<file path="config.mk">
export PLATFORM = sky130hd
export DESIGN_NAME = dly_clk_gate
export DESIGN_NICKNAME = d
export VERILOG_FILES = /design/src/rtl/dly_clk_gate.sv
export SDC_FILE = /design/constraint.sdc
export NUM_CORES = 1
export LEC_CHECK = 0
export ABC_AREA = 1
export BUFFER_PORTS_ARGS = -buffer_cell sky130_fd_sc_hd__buf_2
export CAP_MARGIN = 10
export CORE_MARGIN = 3
export CORE_UTILIZATION = 33
export DETAILED_ROUTE_END_ITERATION = 8
export REMOVE_ABC_BUFFERS = 1
export SLEW_MARGIN = 0
export SYNTH_ARGS = -nofsm -noshare
export SYNTH_HDL_FRONTEND = slang
export SYNTH_SLANG_ARGS = --single-unit
</file>
<file path="constraint.sdc">
create_clock -name gen_clk -period 1.9 [get_ports gen_clk]
set_input_delay 0.38 -clock gen_clk [delete_from_list [all_inputs] [get_ports gen_clk]]
set_output_delay 0.38 -clock gen_clk [all_outputs]
set_load 0.1 [all_outputs]
</file>
<file path="src/rtl/dly_clk_gate.sv">
module dly_clk_gate #(
  parameter int FAST_CNT    = 400,
  parameter int SLOW_CNT    = 200,
  parameter int SYNC_STAGES = 2
) (
  input  logic rst_n,
  input  logic gen_clk,
  input  logic ref_in,
  input  logic sel_fast,
  input  logic en_n,
  output logic clk_out_a,
  output logic clk_out_b,
  output logic running_o
);
  localparam int MAXC = (FAST_CNT > SLOW_CNT) ? FAST_CNT : SLOW_CNT;
  localparam int CW   = $clog2(MAXC + 1);

  logic [SYNC_STAGES-1:0] en_sr, ref_sr, sel_sr;
  logic ref_q, mode_q, running, gate;
  logic [CW-1:0] cnt, limit;

  wire dis    = en_sr[SYNC_STAGES-1];
  wire ref_up = ref_sr[SYNC_STAGES-1] & ~ref_q;
  wire mode_s = sel_sr[SYNC_STAGES-1];
  wire mode_chg = mode_s != mode_q;

  assign limit = mode_s ? CW'(FAST_CNT) : CW'(SLOW_CNT);

  always_ff @(posedge gen_clk or negedge rst_n) begin
    if (!rst_n) begin
      en_sr  <= '1;
      ref_sr <= '0;
      sel_sr <= '0;
      ref_q  <= 1'b0;
      mode_q <= 1'b0;
    end else begin
      en_sr  <= {en_sr[SYNC_STAGES-2:0], en_n};
      ref_sr <= {ref_sr[SYNC_STAGES-2:0], ref_in};
      sel_sr <= {sel_sr[SYNC_STAGES-2:0], sel_fast};
      ref_q  <= ref_sr[SYNC_STAGES-1];
      mode_q <= mode_s;
    end
  end

  always_ff @(posedge gen_clk or negedge rst_n) begin
    if (!rst_n) begin
      cnt     <= '0;
      running <= 1'b0;
    end else if (dis) begin
      cnt     <= '0;
      running <= 1'b0;
    end else if (!running) begin
      if (mode_chg)
        cnt <= '0;
      else if (ref_up) begin
        if (cnt == limit - CW'(1))
          running <= 1'b1;
        else
          cnt <= cnt + CW'(1);
      end
    end
  end

  always_ff @(negedge gen_clk or negedge rst_n) begin
    if (!rst_n) gate <= 1'b0;
    else        gate <= running;
  end

  assign clk_out_a = gen_clk & gate;
  assign clk_out_b = gen_clk & gate;
  assign running_o = gate;

  a_r2_off_when_disabled: assert property (@(posedge gen_clk) disable iff (!rst_n)
    dis |=> !running);
  a_r7_count_cleared: assert property (@(posedge gen_clk) disable iff (!rst_n)
    dis |=> (cnt == '0));
  a_r8_mode_reload: assert property (@(posedge gen_clk) disable iff (!rst_n)
    (mode_chg && !running) |=> (cnt == '0));
  a_r3_count_bound: assert property (@(posedge gen_clk) disable iff (!rst_n)
    cnt < CW'(MAXC));
  a_r9_status_tracks_gate: assert property (@(posedge gen_clk) disable iff (!rst_n)
    running_o == running);
  a_r6_start_needs_enable: assert property (@(posedge gen_clk) disable iff (!rst_n)
    $rose(running) |-> $past(!dis));
endmodule

</file>
==> results.py, run 1 <==
metrics = {
    "power": {
        "peakVddDrop_mv": 0.363,
        "power_switching_mw": 0.190,
        "power_frac_comb_pct": 9.0,
        "pwr-share-seq_pct": 56.6,
        "power_density_nw_per_um2": 616,
        "leakage_nw": 0.568,
        "intPower_mw": 0.568,
        "p_clk_share_pct": 34.4,
        "switching_share_pct": 25.0,
        "p_total_mw": 0.758,
    },
    "synth": {
        "yosys_warnings": 0,
        "synthAdderAreaFrac_pct": 1.23,
        "synth.area.top_cells": "dfrtp_1, nand2_1, o21ai_2",
        "ys.flop_type": "dfrtp_1",
        "synth_cell_types": 23,
        "yosysTopAreaCell": "dfrtp_1",
        "synth_top_family_by_area": "simple AND/OR/NAND/NOR gates",
        "netlist_area_um2": 1020,
        "synth_edf_count": 0,
        "syn_avg_cell_area_um2": 8.63,
        "syn_inst": 118,
        "synth_top_area_share_pct": 39.3,
        "synth.mux.area_fraction_pct": 0,
        "synth-seq-cells": 19,
        "synth_xor_xnor_area_share_pct": 1.60,
        "yosysSeqAreaShare_pct": 46.9,
        "yosys.area_share.simple_pct": 34.4,
        "async_reset_ff_share_pct": 100,
        "synth_compound_area_share_pct": 8.35,
    },
    "routing": {
        "drt_iter0_markers": 45,
        "routed_wl_mm": 1.89,
        "antenna_left": 0,
        "drtPass1Iterations": 3,
        "wire_per_inst_um": 11.3,
        "vias": 821,
        "viasPerCell": 4.89,
        "drcViolationCount": 0,
    },
    "sta": {
        "setup_viol": 4,
        "maxSlewViolCount": 0,
        "fin_tns_setup_ns": -2.06,
        "worst_slew_pin_slew_ns": 0.261,
        "hold_viol": 0,
        "fin_skew_ns": 0.00899,
        "slew_headroom_pct": 82.6,
        "fin_ws_ns": -0.703,
        "rsz0062_at_grt": "yes",
    },
    "floorplan": {
        "io_pins": 8,
        "start_util_pct": 35.7,
        "core-area_um2": 2850,
        "die_x_um": 61.6,
        "placementRows": 19,
        "die_h_um": 61.6,
        "die-area_um2": 3790,
    },
    "clock_network": {
        "clkLatencyLatePin_ns": 0.41,
        "cts_tree": "built",
        "clk_pin_slew_ns": 0.10,
    },
    "layout": {
        "n_antenna_cell": 0,
        "nets": 144,
        "area_growth_pct": 20.8,
        "nFillCells": 300,
        "final-seq-area_um2": 478,
        "design_area_um2": 1230,
        "multiInputGateArea_um2": 467,
        "final_layout_size_suffix_gt1_share_pct": 32.8,
    },
    "global_routing": {
        "grt_max_degree": 19,
        "antenna_found_initial": 0,
        "grt_usage_pct": 12.2,
        "gr-total-overflow": 0,
        "grt_pass1_vias": 859,
        "grt_pass1_wl_mm": 3.37,
    },
    "placement": {
        "place_ws_ns": -0.323,
        "gp_congestion": 0.819,
        "placed_cell_area_um2": 1100,
        "io_buffers": 7,
        "dp_hpwl_mm": 1.31,
    },
    "setup_path": {
        "crit_type": "reg -> out",
        "critPathMaxStageDelay_ns": 0.44,
        "crit_arrival_ns": 2.22,
        "worstPathRequired_ns": 1.52,
        "startpoint": "running_o",
        "startpoint_type": "flop",
        "r2r_slack_ns": 0.36,
        "slowest_stage": "dfrtn_1",
        "cp_max_fo": 2,
        "crit_chain": "nand2_2 -> buf_6 -> inv_4 -> buf_12",
        "regToRegStartpoint": "cnt[0]",
        "crit_path_end_kind": "output port",
    },
    "min_path": {
        "hold_path_class": "in -> reg",
        "min_from": "en_n",
    },
    "status": {
        "status": "finished with violations",
        "violations": "setup timing",
    },
    "flow_run": {
        "timing.max_cap.violations": 0,
    },
}
[power groups by stage]
| stage | clock network [mW] | logic (mW) | registers, mW |
|---|---|---|---|
| CTS | 0.278 | 0.0703 | 0.429 |
| global route | 0.301 | 0.0772 | 0.431 |
| finish | 0.261 | 0.0685 | 0.429 |
[repair_timing]
item                                    in CTS  in global routing
hold buffers                                 1                  0
buffers inserted                             1                  1
endpoints found under the setup margin       4                  4
pin swaps                                    1                  1
hold endpoints to repair                    16                  0
cloned                                       0                  0
resized for setup                           12                  7
[area by class of cell]
class,instances,share of cell area (%)
clock inverters,3,1.42
clock buffers,9,8.14
repair buffers,10,6.82
well taps,31,3.15
flip-flops and latches,19,38.9
multi-input cells,84,37.9
inverters,12,3.66
[sequential cells by signal, indices dropped and copies added, names as in the netlist]
signal / flops
ref_q: 1
running_o: 1
running: 1
cnt: 9
mode_q: 1
sel_sr: 2
ref_sr: 2
en_sr: 2
[cells in the final DEF (no fill, tap or decap)]
master	synthesis	final
or2_4	1	1
nand3_2	1	1
buf_4	1	3
o21ai_2	8	8
nor2_2	1	1
nand3_4	2	2
ha_1	1	1
clkinv_2	0	1
inv_1	12	11
nor2_4	1	1
inv_4	0	2
nand2_2	4	5
dlygate4sd3_1	0	1
nor2_1	11	11
dfrtn_1	1	1
or2_2	1	1
inv_2	1	1
buf_6	0	3
dfstp_2	2	2
xnor2_2	1	1
dfrtp_1	16	16
o21ai_1	1	1
buf_2	0	4
buf_12	1	3
nand2_1	37	36
nand4_1	6	6
nand3_1	6	6
clkbuf_4	0	5
o21ai_0	2	2
[metal layers]
metal / part of all wire [%] / wire length (um) / global-route usage, % / vias to the layer above
met5: 0 / 0 / 0 / -
met4: 1.9 / 36 / 8.18 / 0
met3: 4.5 / 86 / 5.03 / 8
met2: 46 / 872 / 16.9 / 16
met1: 47 / 898 / 15.3 / 385
li1: - / - / - / 412
[cell usage after synthesis, types with 2 or more instances]
master    n
o21ai_2   8
dfstp_2   2
inv_1    12
nand2_1  37
nand3_1   6
nand2_2   4
nand3_4   2
nor2_1   11
o21ai_0   2
nand4_1   6
dfrtp_1  16
[through the flow]
step	utilization, %	std cells	hold slack (ns)
final	43.1	168	0.0681
after global routing	43.1	168	0.0314
after CTS	42.7	168	0.0483
after detailed placement	38.6	157	0.338
after global placement	38.6	157	0.334
after floorplan	-	116	0.0844
[worst paths after layout]
kind | endpoint | depth (start not counted)
worst max-delay path | clk_out_a | 4
max in group asynchronous | running_o | 2
worst min register to register | ref_sr[1] | 0
worst min-delay path | en_sr[0] | 1
min in group asynchronous | cnt[3] | 3
worst max register to register | cnt[1] | 7
[worst max-delay path: cells and delay by family (launching register included)]
family | cells | cell delay [ns]
flip-flops | 1 | 0.44
buffers and inverters | 3 | 0.34
AND/OR/NAND/NOR | 1 | 0.09
[cells by family after synthesis]
group | after synthesis
compound gates | 11
flops | 19
fa+ha+maj | 1
xor+xnor | 1
buf+inv | 15
simple gates | 71
(Power assumes the default switching activity.)
==> run 2, diff against run 1 <==
CORE_UTILIZATION = 25   (was 33)
==> run 2 against run 1 <==
Global-route usage shrank 1.6 points. Sequential share of layout area decreased by 2.8 points. The flow still finishes with violations (setup timing). Critical path depth did not move.
==> results.py, run 2 (synthesized netlist as in run 1, its figures left out) <==
metrics = {
    "min_path": {
        "hold_path_class": "in -> reg",
    },
    "floorplan": {
        "die-area_um2": 4880,
        "die_x_um": 69.8,
        "start_util_pct": 26.8,
        "placementRows": 22,
        "core-area_um2": 3800,
        "die_h_um": 69.8,
        "io_pins": 8,
    },
    "setup_path": {
        "crit_type": "reg -> out",
        "cp_max_fo": 2,
        "slowest_stage": "dfrtn_1",
        "crit_buf_inv": 3,
        "crit_arrival_ns": 2.22,
        "crit_chain": "nand2_2 -> clkbuf_8 -> inv_4 -> buf_12",
        "r2r_slack_ns": 0.38,
        "crit_family": "flip-flops",
        "startpoint_type": "flop",
        "critPathMaxStageDelay_ns": 0.43,
        "crit_path_end_kind": "output port",
        "worstPathRequired_ns": 1.52,
    },
    "routing": {
        "antenna_left": 0,
        "vias": 803,
        "viasPerCell": 4.29,
        "drtPass1Iterations": 4,
        "drt_iter0_markers": 25,
        "wire_per_inst_um": 10.6,
        "routed_wl_mm": 1.98,
        "drcViolationCount": 0,
    },
    "power": {
        "leakage_nw": 0.602,
        "power_density_nw_per_um2": 840,
        "peakVddDrop_mv": 0.495,
        "p_total_mw": 1.11,
    },
    "layout": {
        "area_growth_pct": 30.0,
        "final_common_cell": "nand2_1",
        "nets": 146,
        "largest_reg_flops": 9,
        "utilization_pct": 34.8,
        "mostFrequentLayoutCells": "nand2_1, dfrtp_1, inv_1, nor2_1, clkbuf_8",
        "n_antenna_cell": 0,
        "design_area_um2": 1320,
        "final_layout_size_suffix_gt1_share_pct": 33.8,
        "largest_register": "cnt",
    },
    "sta": {
        "fin_ws_ns": -0.699,
        "fin_skew_ns": 0.0272,
        "slew_headroom_pct": 69.6,
        "worst_slew_pin_slew_ns": 0.454,
        "maxSlewViolCount": 0,
        "setup_viol": 4,
        "rsz0062_at_grt": "yes",
        "hold_viol": 0,
    },
    "global_routing": {
        "grt_max_degree": 19,
        "gr-total-overflow": 0,
        "grt_usage_pct": 10.6,
        "grt_pass1_wl_mm": 3.73,
        "grt_pass1_vias": 913,
        "antenna_found_initial": 0,
    },
    "status": {
        "status": "finished with violations",
        "violations": "setup timing",
    },
    "flow_run": {
        "timing.max_cap.violations": 0,
    },
    "placement": {
        "placed_cell_area_um2": 1120,
        "io_buffers": 7,
        "gp_congestion": 0.766,
        "dp_hpwl_mm": 1.22,
    },
    "clock_network": {
        "clk_pin_slew_ns": 0.07,
        "cts_tree": "built",
        "clkLatencyLatePin_ns": 0.39,
    },
}
[run 2: cell count changes in the layout (fill, tap and decap cells not counted)]
| cell | previous run | this run |
|---|---|---|
| buf_6 | 3 | 0 |
| clkbuf_4 | 5 | 0 |
| buf_4 | 3 | 2 |
| clkbuf_8 | 0 | 11 |
[run 2: path summary, 6_finish.rpt]
path,from,depth (start not counted),to
setup / recovery,running_o,4,clk_out_b
hold / removal,en_n,1,en_sr[0]
setup reg to reg,cnt[0],7,cnt[6]
hold reg to reg,sel_sr[0],0,sel_sr[1]
max in group asynchronous,rst_n,2,running_o
min in group asynchronous,rst_n,3,cnt[6]
[run 2: worst register-to-register path: cells and delay by family (launching register included)]
| family | cells | cell delay [ns] |
|---|---|---|
| adder cells (fa/ha/maj) | 1 | 0.26 |
| AND/OR/NAND/NOR | 5 | 0.68 |
| flip-flops | 1 | 0.43 |
| AO/OA/AOI/OAI | 1 | 0.06 |
[run 2: layout make-up]
class | instances | area [um2]
Fill cell | 392 | 2470
Sequential cell | 19 | 478
Multi-Input combinational cell | 84 | 467
Clock buffer | 13 | 191
Timing Repair Buffer | 8 | 65.1
Tap cell | 48 | 60.1
Inverter | 12 | 45.0
Clock inverter | 3 | 17.5
[run 2: report_power, final]
| group | switching, mW | internal (mW) | total [mW] |
|---|---|---|---|
| clock | 0.205 | 0.414 | 0.619 |
| sequential | 0.00983 | 0.419 | 0.429 |
| combinational | 0.0427 | 0.0219 | 0.0646 |
| total | 0.258 | 0.855 | 1.11 |
[run 2: what timing repair did]
action / in CTS / in global routing
endpoints found under the setup margin: 4 / 4
resized for setup: 13 / 0
hold buffers: 1 / 0
setup buffers: 1 / 1
pin swaps: 1 / 1
endpoints found under the hold margin: 16 / 0
[run 2: layer usage]
| metal | share of wire [%] | up-vias | GRT usage (%) |
|---|---|---|---|
| met3 | 4.9 | 10 | 7.10 |
| li1 | - | 413 | - |
| met5 | 0 | - | 0 |
| met2 | 46 | 23 | 13.5 |
| met4 | 4.0 | 0 | 13.2 |
| met1 | 46 | 357 | 9.88 |
[run 2: per-stage QoR]
step           hold slack [ns]  instances  setup TNS (ns)  setup WS [ns]
6_report                 0.106        187           -1.95         -0.699
5_1_grt                 0.0858        187           -2.10         -0.759
4_1_cts                 0.0897        187           -2.01         -0.726
3_5_place_dp             0.341        173          -0.801         -0.342
3_3_place_gp             0.335        173          -0.744         -0.323
2_1_floorplan           0.0844        116           -3.75          -1.68
==> run 3, diff against run 2 <==
GPL_TIMING_DRIVEN = 0   (was unset)
==> run 3 against run 2 <==
The run still ends with setup timing left. Clock power about the same. Design area down 0.85%. Clock-buffer cell count increased by 1. Clock skew up 0.0021 ns. Die area did not move. Combinational power is 3% lower. Routed wire length rose by 2.1%. Critical path depth stayed put. Worst setup slack improved by 0.025 ns.
==> results.py, run 3 (synthesized netlist as in run 1, its figures left out) <==
metrics = {
    "power": {
        "power_density_nw_per_um2": 845,
        "leakage_nw": 0.593,
        "p_total_mw": 1.11,
        "peakVddDrop_mv": 0.511,
    },
    "setup_path": {
        "r2r_end": "cnt[5]",
        "crit_path_end_kind": "output port",
        "r2r_slack_ns": 0.35,
        "regToRegStartpoint": "cnt[0]",
        "slowest_stage": "dfrtn_1",
        "startpoint": "running_o",
        "crit_type": "reg -> out",
        "startpoint_type": "flop",
        "worstPathRequired_ns": 1.52,
        "worstSetupEndpoint": "clk_out_b",
        "cp_max_fo": 2,
        "critPathMaxStageDelay_ns": 0.43,
        "crit_arrival_ns": 2.19,
        "reg2regPathDepth": 7,
        "crit_chain": "nand2_2 -> clkbuf_8 -> inv_4 -> buf_12",
    },
    "layout": {
        "n_antenna_cell": 0,
        "final_common_cell": "nand2_1",
        "multiInputGateArea_um2": 467,
        "nFillCells": 394,
        "utilization_pct": 34.6,
        "largest_reg_flops": 9,
        "final_layout_size_suffix_gt1_share_pct": 32.6,
        "largest_register": "cnt",
        "area_growth_pct": 28.9,
        "mostFrequentLayoutCells": "nand2_1, dfrtp_1, inv_1, nor2_1, clkbuf_8",
        "final-seq-area_um2": 478,
        "nets": 145,
    },
    "sta": {
        "setup_viol": 4,
        "slew_headroom_pct": 71.4,
        "fin_skew_ns": 0.0293,
        "fin_ws_ns": -0.674,
        "maxSlewViolCount": 0,
        "fin_tns_setup_ns": -1.87,
        "rsz0062_at_grt": "yes",
        "worst_slew_pin_slew_ns": 0.427,
        "hold_viol": 0,
    },
    "global_routing": {
        "grt_max_degree": 20,
        "grt_pass1_vias": 933,
        "use_met2_pct": 13.9,
        "grtUsageMet3_pct": 5.07,
        "grtUsageMet1_pct": 9.96,
        "antenna_found_initial": 0,
        "gr-total-overflow": 0,
        "grt_usage_pct": 10.3,
        "grt_pass1_wl_mm": 3.69,
        "busiest_layer": "met2",
    },
    "routing": {
        "viasPerCell": 4.37,
        "drtPass1Iterations": 5,
        "drt_iter0_markers": 29,
        "drcViolationCount": 0,
        "vias": 813,
        "antenna_left": 0,
        "wire_per_inst_um": 10.9,
        "routed_wl_mm": 2.02,
    },
    "floorplan": {
        "core-area_um2": 3800,
        "start_util_pct": 26.8,
        "die-area_um2": 4880,
        "io_pins": 8,
        "die_h_um": 69.8,
        "placementRows": 22,
        "die_x_um": 69.8,
    },
    "clock_network": {
        "cts_tree": "built",
        "clk_pin_slew_ns": 0.07,
        "clkLatencyLatePin_ns": 0.39,
    },
    "min_path": {
        "hold_path_depth": 1,
        "hold_path_class": "in -> reg",
    },
    "status": {
        "violations": "setup timing",
        "status": "finished with violations",
    },
    "placement": {
        "place_ws_ns": -0.312,
        "gp_congestion": 0.770,
        "dp_hpwl_mm": 1.28,
        "io_buffers": 7,
    },
    "flow_run": {
        "timing.max_cap.violations": 0,
    },
}
==> run 3: cell count changes in the layout (fill, tap and decap cells not counted), sizes merged <==
cell    previous run  this run
clkinv             1         0
==> run 3: repair_timing <==
item	CTS	global route
hold buffers	1	0
buffers inserted	2	1
hold endpoints to repair	16	0
setup endpoints to repair	4	4
gates resized for setup	15	5
pin swaps	1	1
==> run 3: how the worst min path moves through the flow <==
stage / endpoint / from
detailed placement: sel_sr[1] / sel_sr[0]
global placement: sel_sr[0] / rst_n
finish: en_sr[0] / en_n
floorplan: cnt[0] / rst_n
CTS: en_sr[0] / en_n
global route: en_sr[0] / en_n
==> run 3: where the power goes <==
group          internal [mW]  total (mW)  switching, mW
Sequential             0.419       0.430         0.0106
Combinational         0.0207      0.0628         0.0421
Clock                  0.417       0.617          0.199
Total                  0.857        1.11          0.252
==> run 3: critical path, delay by kind of cell, from the launching register on <==
family / cells / cell delay (ns)
buffers and inverters: 3 / 0.35
flip-flops: 1 / 0.43
AND/OR/NAND/NOR: 1 / 0.08
==> run 3: area by class of cell <==
| class | count | share of cell area (%) |
|---|---|---|
| sequential | 19 | 36.4 |
| multi-input combinational | 84 | 35.6 |
| clock buffer | 14 | 14.7 |
| tap | 48 | 4.58 |
| timing repair buffer | 7 | 4.39 |
| inverter | 12 | 3.43 |
| clock inverter | 2 | 0.953 |
==> run 3: per-stage QoR <==
stage / instances / hold WS, ns / area (um2)
4_1_cts: 186 / 0.107 / 1300
3_3_place_gp: 171 / 0.333 / 1090
5_1_grt: 186 / 0.0975 / 1310
6_report: 186 / 0.114 / 1310
3_5_place_dp: 171 / 0.339 / 1090
2_1_floorplan: 116 / 0.0844 / 991
==> run 3: routing by layer <==
metal | vias to the layer above | wire length [um]
met2 | 18 | 949
met3 | 13 | 74
met4 | 0 | 110
met1 | 370 | 886
li1 | 412 | -
met5 | - | 0
